[src/rtl/exch_pkg.sv]
package exch_pkg;
   typedef enum logic {
      HALF_SECOND = 1'b0,
      HALF_FIRST  = 1'b1
   } half_e;

   localparam logic OE_OFF = 1'b1;
endpackage

[src/rtl/exch_cap_pipe.sv]
module exch_cap_pipe #(
   parameter int W     = 12,
   parameter int DEPTH = 1
) (
   input  logic         clk,
   input  logic         rst,
   input  logic         cap_n,
   input  logic [W-1:0] d,
   output logic [W-1:0] q
);
   localparam int LAST = DEPTH - 1;

   if (W < 1) begin : g_bad_w
      $error("exch_cap_pipe: W must be at least 1");
   end
   if (DEPTH < 1) begin : g_bad_depth
      $error("exch_cap_pipe: DEPTH must be at least 1");
   end

   logic [W-1:0] stage [DEPTH];

   for (genvar k = 0; k < DEPTH; k++) begin : g_stage
      if (k == 0) begin : g_head
         always_ff @(posedge clk) begin
            if (rst)         stage[0] <= '0;
            else if (!cap_n) stage[0] <= d;
         end
      end else begin : g_tail
         always_ff @(posedge clk) begin
            if (rst)         stage[k] <= '0;
            else if (!cap_n) stage[k] <= stage[k-1];
         end
      end
   end

   assign q = stage[LAST];
endmodule

[src/rtl/exch_half_select.sv]
module exch_half_select
   import exch_pkg::*;
#(
   parameter int W = 12
) (
   input  logic         clk,
   input  logic         rst,
   input  logic [W-1:0] first_in,
   input  logic [W-1:0] second_in,
   input  logic         first_cap_n,
   input  logic         second_cap_n,
   input  logic         sel_first,
   output logic [W-1:0] narrow_out
);
   logic [W-1:0] first_q;
   logic [W-1:0] second_q;
   half_e        sel_q;

   exch_cap_pipe #(.W(W), .DEPTH(1)) i_first (
      .clk(clk), .rst(rst), .cap_n(first_cap_n), .d(first_in), .q(first_q)
   );

   exch_cap_pipe #(.W(W), .DEPTH(1)) i_second (
      .clk(clk), .rst(rst), .cap_n(second_cap_n), .d(second_in), .q(second_q)
   );

   always_ff @(posedge clk) begin
      if (rst) sel_q <= HALF_SECOND;
      else     sel_q <= sel_first ? HALF_FIRST : HALF_SECOND;
   end

   always_comb begin
      unique case (sel_q)
         HALF_FIRST:  narrow_out = first_q;
         default:     narrow_out = second_q;
      endcase
   end
endmodule

[src/rtl/exch_oe_reg.sv]
module exch_oe_reg
   import exch_pkg::*;
(
   input  logic clk,
   input  logic rst,
   input  logic oe_n,
   output logic drv
);
   logic oe_q;

   always_ff @(posedge clk) begin
      if (rst) oe_q <= OE_OFF;
      else     oe_q <= oe_n;
   end

   assign drv = ~oe_q;
endmodule

[src/rtl/bus_exchanger_n2w.sv]
module bus_exchanger_n2w #(
   parameter int W          = 12,
   parameter int FIRST_LAT  = 2,
   parameter int SECOND_LAT = 1
) (
   input  logic         clk,
   input  logic         rst,
   input  logic [W-1:0] a_in,
   input  logic [W-1:0] b1_in,
   input  logic [W-1:0] b2_in,
   input  logic         a_cap1_n,
   input  logic         a_cap2_n,
   input  logic         b1_cap_n,
   input  logic         b2_cap_n,
   input  logic         sel_1b,
   input  logic         oe_a_n,
   input  logic         oe_b_n,
   output logic [W-1:0] a_out,
   output logic         a_drv,
   output logic [W-1:0] b1_out,
   output logic [W-1:0] b2_out,
   output logic         b_drv
);
   localparam int LAT_SKEW = FIRST_LAT - SECOND_LAT;

   if (W < 1) begin : g_bad_w
      $error("bus_exchanger_n2w: W must be at least 1");
   end
   if (LAT_SKEW != 1) begin : g_bad_skew
      $error("bus_exchanger_n2w: first half must lag second half by one stage");
   end

   exch_cap_pipe #(.W(W), .DEPTH(FIRST_LAT)) i_a_to_first (
      .clk(clk), .rst(rst), .cap_n(a_cap1_n), .d(a_in), .q(b1_out)
   );

   exch_cap_pipe #(.W(W), .DEPTH(SECOND_LAT)) i_a_to_second (
      .clk(clk), .rst(rst), .cap_n(a_cap2_n), .d(a_in), .q(b2_out)
   );

   exch_half_select #(.W(W)) i_b_to_a (
      .clk(clk), .rst(rst),
      .first_in(b1_in), .second_in(b2_in),
      .first_cap_n(b1_cap_n), .second_cap_n(b2_cap_n),
      .sel_first(sel_1b), .narrow_out(a_out)
   );

   exch_oe_reg i_oe_a (.clk(clk), .rst(rst), .oe_n(oe_a_n), .drv(a_drv));
   exch_oe_reg i_oe_b (.clk(clk), .rst(rst), .oe_n(oe_b_n), .drv(b_drv));
endmodule

[config.mk]
export PLATFORM = sky130hd
export DESIGN_NAME = bus_exchanger_n2w
export DESIGN_NICKNAME = d
export VERILOG_FILES = /design/src/rtl/exch_pkg.sv /design/src/rtl/exch_cap_pipe.sv /design/src/rtl/exch_half_select.sv /design/src/rtl/exch_oe_reg.sv /design/src/rtl/bus_exchanger_n2w.sv
export SDC_FILE = /design/constraint.sdc
export NUM_CORES = 1
export LEC_CHECK = 0
export ABC_AREA = 1
export BUFFER_PORTS_ARGS = -buffer_cell sky130_fd_sc_hd__buf_2
export CAP_MARGIN = 20
export CORE_MARGIN = 10
export CORE_UTILIZATION = 54
export DETAILED_ROUTE_END_ITERATION = 10
export PLACE_DENSITY_LB_ADDON = 0.3
export SETUP_SLACK_MARGIN = 0.3
export SKIP_LAST_GASP = 1
export SLEW_MARGIN = 20
export SYNTH_ARGS = -nofsm -noshare
export SYNTH_HDL_FRONTEND = slang
export SYNTH_SLANG_ARGS = --single-unit
[constraint.sdc]
create_clock -name clk -period 2.35 [get_ports clk]
set_input_delay 0.1175 -clock clk [delete_from_list [all_inputs] [get_ports clk]]
set_output_delay 0.1175 -clock clk [all_outputs]
set_load 0.02 [all_outputs]
### Yosys cells after proc, flatten, opt, wreduce, memory -nomap -nowiden

Memories as Yosys holds them, arrays and structs flattened.
Cells that the tools add are included.

| word-level totals | value |
|---|---|
| bits in registers | 3 |
| bits in writable memories | 60 |
| input port bits | 45 |
| output and inout port bits | 38 |
| logic and storage cells | 38 |
| memories kept | 4 |

Memories:

| memory | words | width | rd ports | clocked after Yosys merged registers in | wr ports | RTL line | RTL |
|---|---|---|---|---|---|---|---|
| i_a_to_first.stage | 2 | 12 | 2 | 0 | 2 | exch_cap_pipe.sv:20 | `logic [W-1:0] stage [DEPTH];` |
| i_a_to_second.stage | 1 | 12 | 1 | 0 | 1 | exch_cap_pipe.sv:20 |  |
| i_b_to_a.i_first.stage | 1 | 12 | 1 | 0 | 1 | exch_cap_pipe.sv:20 |  |
| i_b_to_a.i_second.stage | 1 | 12 | 1 | 0 | 1 | exch_cap_pipe.sv:20 |  |

| operators by class | value |
|---|---|
| muxes and demuxes | 24 |
| bitwise operators | 4 |
| reductions and logical operators | 3 |

Operator list:

| cell | count |
|---|---|
| 12-bit two-way mux | 6 |
| 12-bit OR reduction | 3 |
| 1-bit two-way mux | 18 |
| 1-bit NOT | 2 |
| 1-bit OR | 2 |

### Longest topological paths before layout

| logic depth | value |
|---|---|
| word-level depth | 5 |
| depth in mapped cells | 4 |
| mapped depth without buffers | 3 |

### Cells and area by module

From an unflattened synthesis, not the netlist that was laid out.

| unflattened totals | value |
|---|---|
| cell total of the unflattened synthesis | 253 |
| area total of the unflattened synthesis | 2806.4 um^2 |

By module, submodules not included:

| module | times used | cells each | area an instance (um^2) | sequential area each (um^2) |
|---|---|---|---|---|
| exch_cap_pipe (i_a_to_second ...) | 3 | 41 | 509.2 | 360.3 |
| exch_cap_pipe (i_a_to_first) | 1 | 78 | 1023.5 | 720.7 |
| exch_half_select | 1 | 42 | 185.2 | 20.0 |
| exch_oe_reg | 2 | 5 | 35.0 | 20.0 |

### Worst setup path before layout

Ideal clock, no wire load.

| timing path | value |
|---|---|
| kind | input -> register |
| from | input rst |
| to | memory i_a_to_first.stage[0][0] (enable) |
| library setup time | 0.381 ns |
| data arrival time | 0.693 ns |
| data required time | 1.969 ns |
| slack | 1.277 ns |
| cell stages on the path | 2 |
| path buffers | 0 |
| path through | inv_4 -> nand2_1 |

RTL lines:

| what | RTL line | RTL |
|---|---|---|
| from (decl) | bus_exchanger_n2w.sv:7 | `input logic rst,` |
| to (decl) | exch_cap_pipe.sv:20 |  |

### Final worst setup path

| timing path | value |
|---|---|
| from | register i_b_to_a.sel_q |
| to | output a_out[11] |

| on the way | value |
|---|---|
| longest elaborated chain between the ends | 1 |

RTL lines:

| what | RTL line | RTL |
|---|---|---|
| from (decl) | exch_half_select.sv:17 | `half_e sel_q;` |
| from (signal assigned) | exch_half_select.sv:29 | `else sel_q <= sel_first ? HALF_FIRST : HALF_SECOND;` |
| 12-bit two-way mux | exch_half_select.sv:33 | `unique case (sel_q)` |
| to (decl) | bus_exchanger_n2w.sv:18 | `output logic [W-1:0] a_out,` |

Every way passes these cells.

==> impl_results.md <==
- Grt total ovfl: 0
- Final-report max-slew violation count: 0
- Antenna violations before repair: 0
- Period utilization: 70.13%
- Worst hold margin: 24.81 ps
- Post-Synth Adder-Cell Area: 0%
- Commonest cells after routing, fill and taps aside: sky130_fd_sc_hd__buf_2, sky130_fd_sc_hd__nor2_1, sky130_fd_sc_hd__edfxtp_1, sky130_fd_sc_hd__inv_1, sky130_fd_sc_hd__nand2_1
- Antenna Violating Nets Remaining: 0
- Count of endpoints failing hold in the final timing report: 0
- Via Count: 1722
- Relative slew margins: 63.51%
- Critical path fanouts, max: 13
- Class of the most critical setup path: register to output port
- Path category of the worst min-delay check: primary input to register
- Vias in the first global route: 1750
- Unrepaired setup endpoints after global routing: no
- Number of levels in the clock H-tree: 3
- CTS tree: built
- Count of boundary I/O pins: 83
- Maximum number of pins on one net before global-route repair: 25
- Finished Core Util: 70.81%
- Final TNS setup: 0 ps
- Effective utilization at floorplan: 57.19%
- Final critical path time including I/O delays and setup: 1648 ps
- Core area: 4474 µm²
- Initial DRC Count: 100
- Leakage power total: 1.664 nW
- # rows: 24
- Fraction of synthesized area in multiplexers: 0%
- Result of the run: complete, no violations
- Crit path largest cell delay: 570 ps
- RD Place Congestion: 0.8413
- Areal power density over the cells: 747.5 nW/µm²
- Chip width: 88.84 µm
- Share of synthesized cell area in and, or, nand and nor gates: 16.48%
- Count of nets after finishing: 369
- Root Buffer Master: sky130_fd_sc_hd__clkbuf_8
- Share of synthesized area occupied by flip-flops and latches: 72.76%
- Share of post-route cells with drive strength above 1: 31.31%
- Synth cell types: 12
- Final-layout fill cell count: 355
- DRT Wirelength: 5357 µm
- Syn_nets: 279
- Buffers inserted during post-CTS setup optimization: 0
- Clock slew at the register clock pins of the worst setup and hold paths: 60 ps
- Gr usage total: 14.10%
- Deepest clock path buffer count: 2
- Kind of capture point of the worst setup path: output port
- Average cell area after synthesis: 10.93 µm²
- Placed Instance Area: 2983 µm²
- XOR/XNOR share of the synthesized area: 0%
- Final setup violation count: 0
- Critical path data arrival time: 1530 ps
- Complex-gate fraction of the synthesized area: 0%
- Slew at the pin with the worst max-slew slack: 546.1 ps
- Slowest cell on crit path: sky130_fd_sc_hd__dfxtp_1
- # port buffers: 82
- Achievable clock frequency: 606.8 MHz
- Clock buffers created by TritonCTS: 9
- Average detailed-routed wire length per instance: 14.06 µm
- Number of warnings issued by yosys: 0
- Synthesized instance count: 234
- Most common library cell in the layout ignoring fill and taps: sky130_fd_sc_hd__buf_2
- Via-per-instance ratio: 4.520
- Most frequent CP cell: sky130_fd_sc_hd__nand2_1
- Number of antenna diodes: 0
- Highest ir drop seen on vdd: 0.4882 mV
- Yosys reg bits: 63
- Number of clock sinks seen by CTS: 63
- Ordered list of cells on the worst path: inv_1 -> nand2_1 -> nand2_1 -> buf_2
- Clock network latency to the later pin of the worst-skew pair: 330 ps
- Count of max-cap constraint violations: 0
- Setup skew after layout: 6.142 ps
- Req. time, crit path: 2230 ps
- HPWL reported at the end of detailed placement: 3979 µm
- Die Y-Extent: 88.84 µm
- Post-synth design cell area: 2559 µm²
- First-pass iteration count of the detailed router: 4
- Area added between synthesis and finish: 23.81%
- Main combinational cell family by area after synthesis: simple AND/OR/NAND/NOR gates
- Global-route wire length before repair: 8293 µm
- Area of the die: 7892 µm²
- Post-route standard cell area excluding fillers: 3168 µm²
- Startpoint types: register
- DRC violations left: 0
-- path summary, 6_finish.rpt --
path / start / endpoint / slack (ps) / cells after the start
worst max-delay path: i_b_to_a.sel_q$_SDFF_PP0_ / a_out[11] / 700 / 4
worst min-delay path: rst / i_b_to_a.sel_q$_SDFF_PP0_ / 20 / 2
worst max register to register: i_a_to_first.stage[0][4]$_SDFFCE_PN0P_ / i_a_to_first.stage[1][4]$_SDFFCE_PN0P_ / 1590 / 2
worst min register to register: i_a_to_first.stage[0][0]$_SDFFCE_PN0P_ / i_a_to_first.stage[1][0]$_SDFFCE_PN0P_ / 540 / 2
-- metal layers --
metal	part of all wire (%)	wire [µm]	GRT usage (%)
met1	40	2131	16.40
met3	8.0	427	5.331
met5	0	0	0
met4	0.86	46	7.048
met2	51	2752	22.41
-- registers in the layout, summed over array words and instances, names as in the netlist --
| register | flops |
|---|---|
| i_b_to_a.sel_q | 1 |
| i_oe_a.oe_q | 1 |
| i_a_to_first.stage | 24 |
| i_a_to_second.stage | 12 |
| i_b_to_a.i_first.stage | 12 |
| i_b_to_a.i_second.stage | 12 |
| i_oe_b.oe_q | 1 |
-- per-stage QoR --
stage               setup slack, ps  total power [mW]  cells
floorplan                      1277             1.529    234
global placement               1125             1.630    362
detailed placement             1037             1.641    362
CTS                           684.0             2.386    381
global route                  539.2             2.469    381
finish                        702.0             2.368    381
-- layout make-up --
type                       instances  area, µm²  share of cell area (%)
clock inverter                     6      27.53                  0.8689
inverter                          57      216.5                   6.833
multi-input combinational        107      421.7                   13.31
sequential                        63       1862                   58.77
clock buffer                      10      127.6                   4.028
timing repair buffer              86      447.9                   14.14
tap                               52      65.06                   2.054
-- kinds of logic (layout without fill, tap and decap cells) --
| group | Yosys count | after routing |
|---|---|---|
| flops | 63 | 63 |
| simple gates | 107 | 107 |
| buf+inv | 64 | 159 |
-- repair_timing --
item	CTS	global route
hold buffers	3	0
resized for setup	0	0
endpoints found under the hold margin	3	0
-- worst max-delay path: cells and delay by family, from the launching register on --
| kind | cells | cell delay (ps) |
|---|---|---|
| buf+inv | 2 | 450 |
| flops | 1 | 570 |
| simple gates | 2 | 180 |
-- Yosys cell counts --
| cell type | instances | area, µm² |
|---|---|---|
| sky130_fd_sc_hd__buf_6 | 3 | 33.78 |
| sky130_fd_sc_hd__inv_4 | 1 | 6.260 |
| sky130_fd_sc_hd__edfxtp_1 | 60 | 1802 |
| sky130_fd_sc_hd__nor2_1 | 61 | 229.0 |
| sky130_fd_sc_hd__buf_4 | 2 | 15.01 |
| sky130_fd_sc_hd__or2_2 | 2 | 12.51 |
| sky130_fd_sc_hd__nand2_1 | 40 | 150.1 |
| sky130_fd_sc_hd__dfxtp_1 | 3 | 60.06 |
| sky130_fd_sc_hd__inv_1 | 56 | 210.2 |
| sky130_fd_sc_hd__buf_2 | 2 | 10.01 |
| sky130_fd_sc_hd__nand2_2 | 3 | 18.77 |
| sky130_fd_sc_hd__nand2_4 | 1 | 11.26 |
-- power breakdown --
part           switching (mW)  leakage, nW  internal [mW]
logic                   0.179        0.904         0.0922
clock network           0.384       0.0847          0.368
registers              0.0252        0.676           1.32
Note: power is estimated with default switching activity, not from simulation.
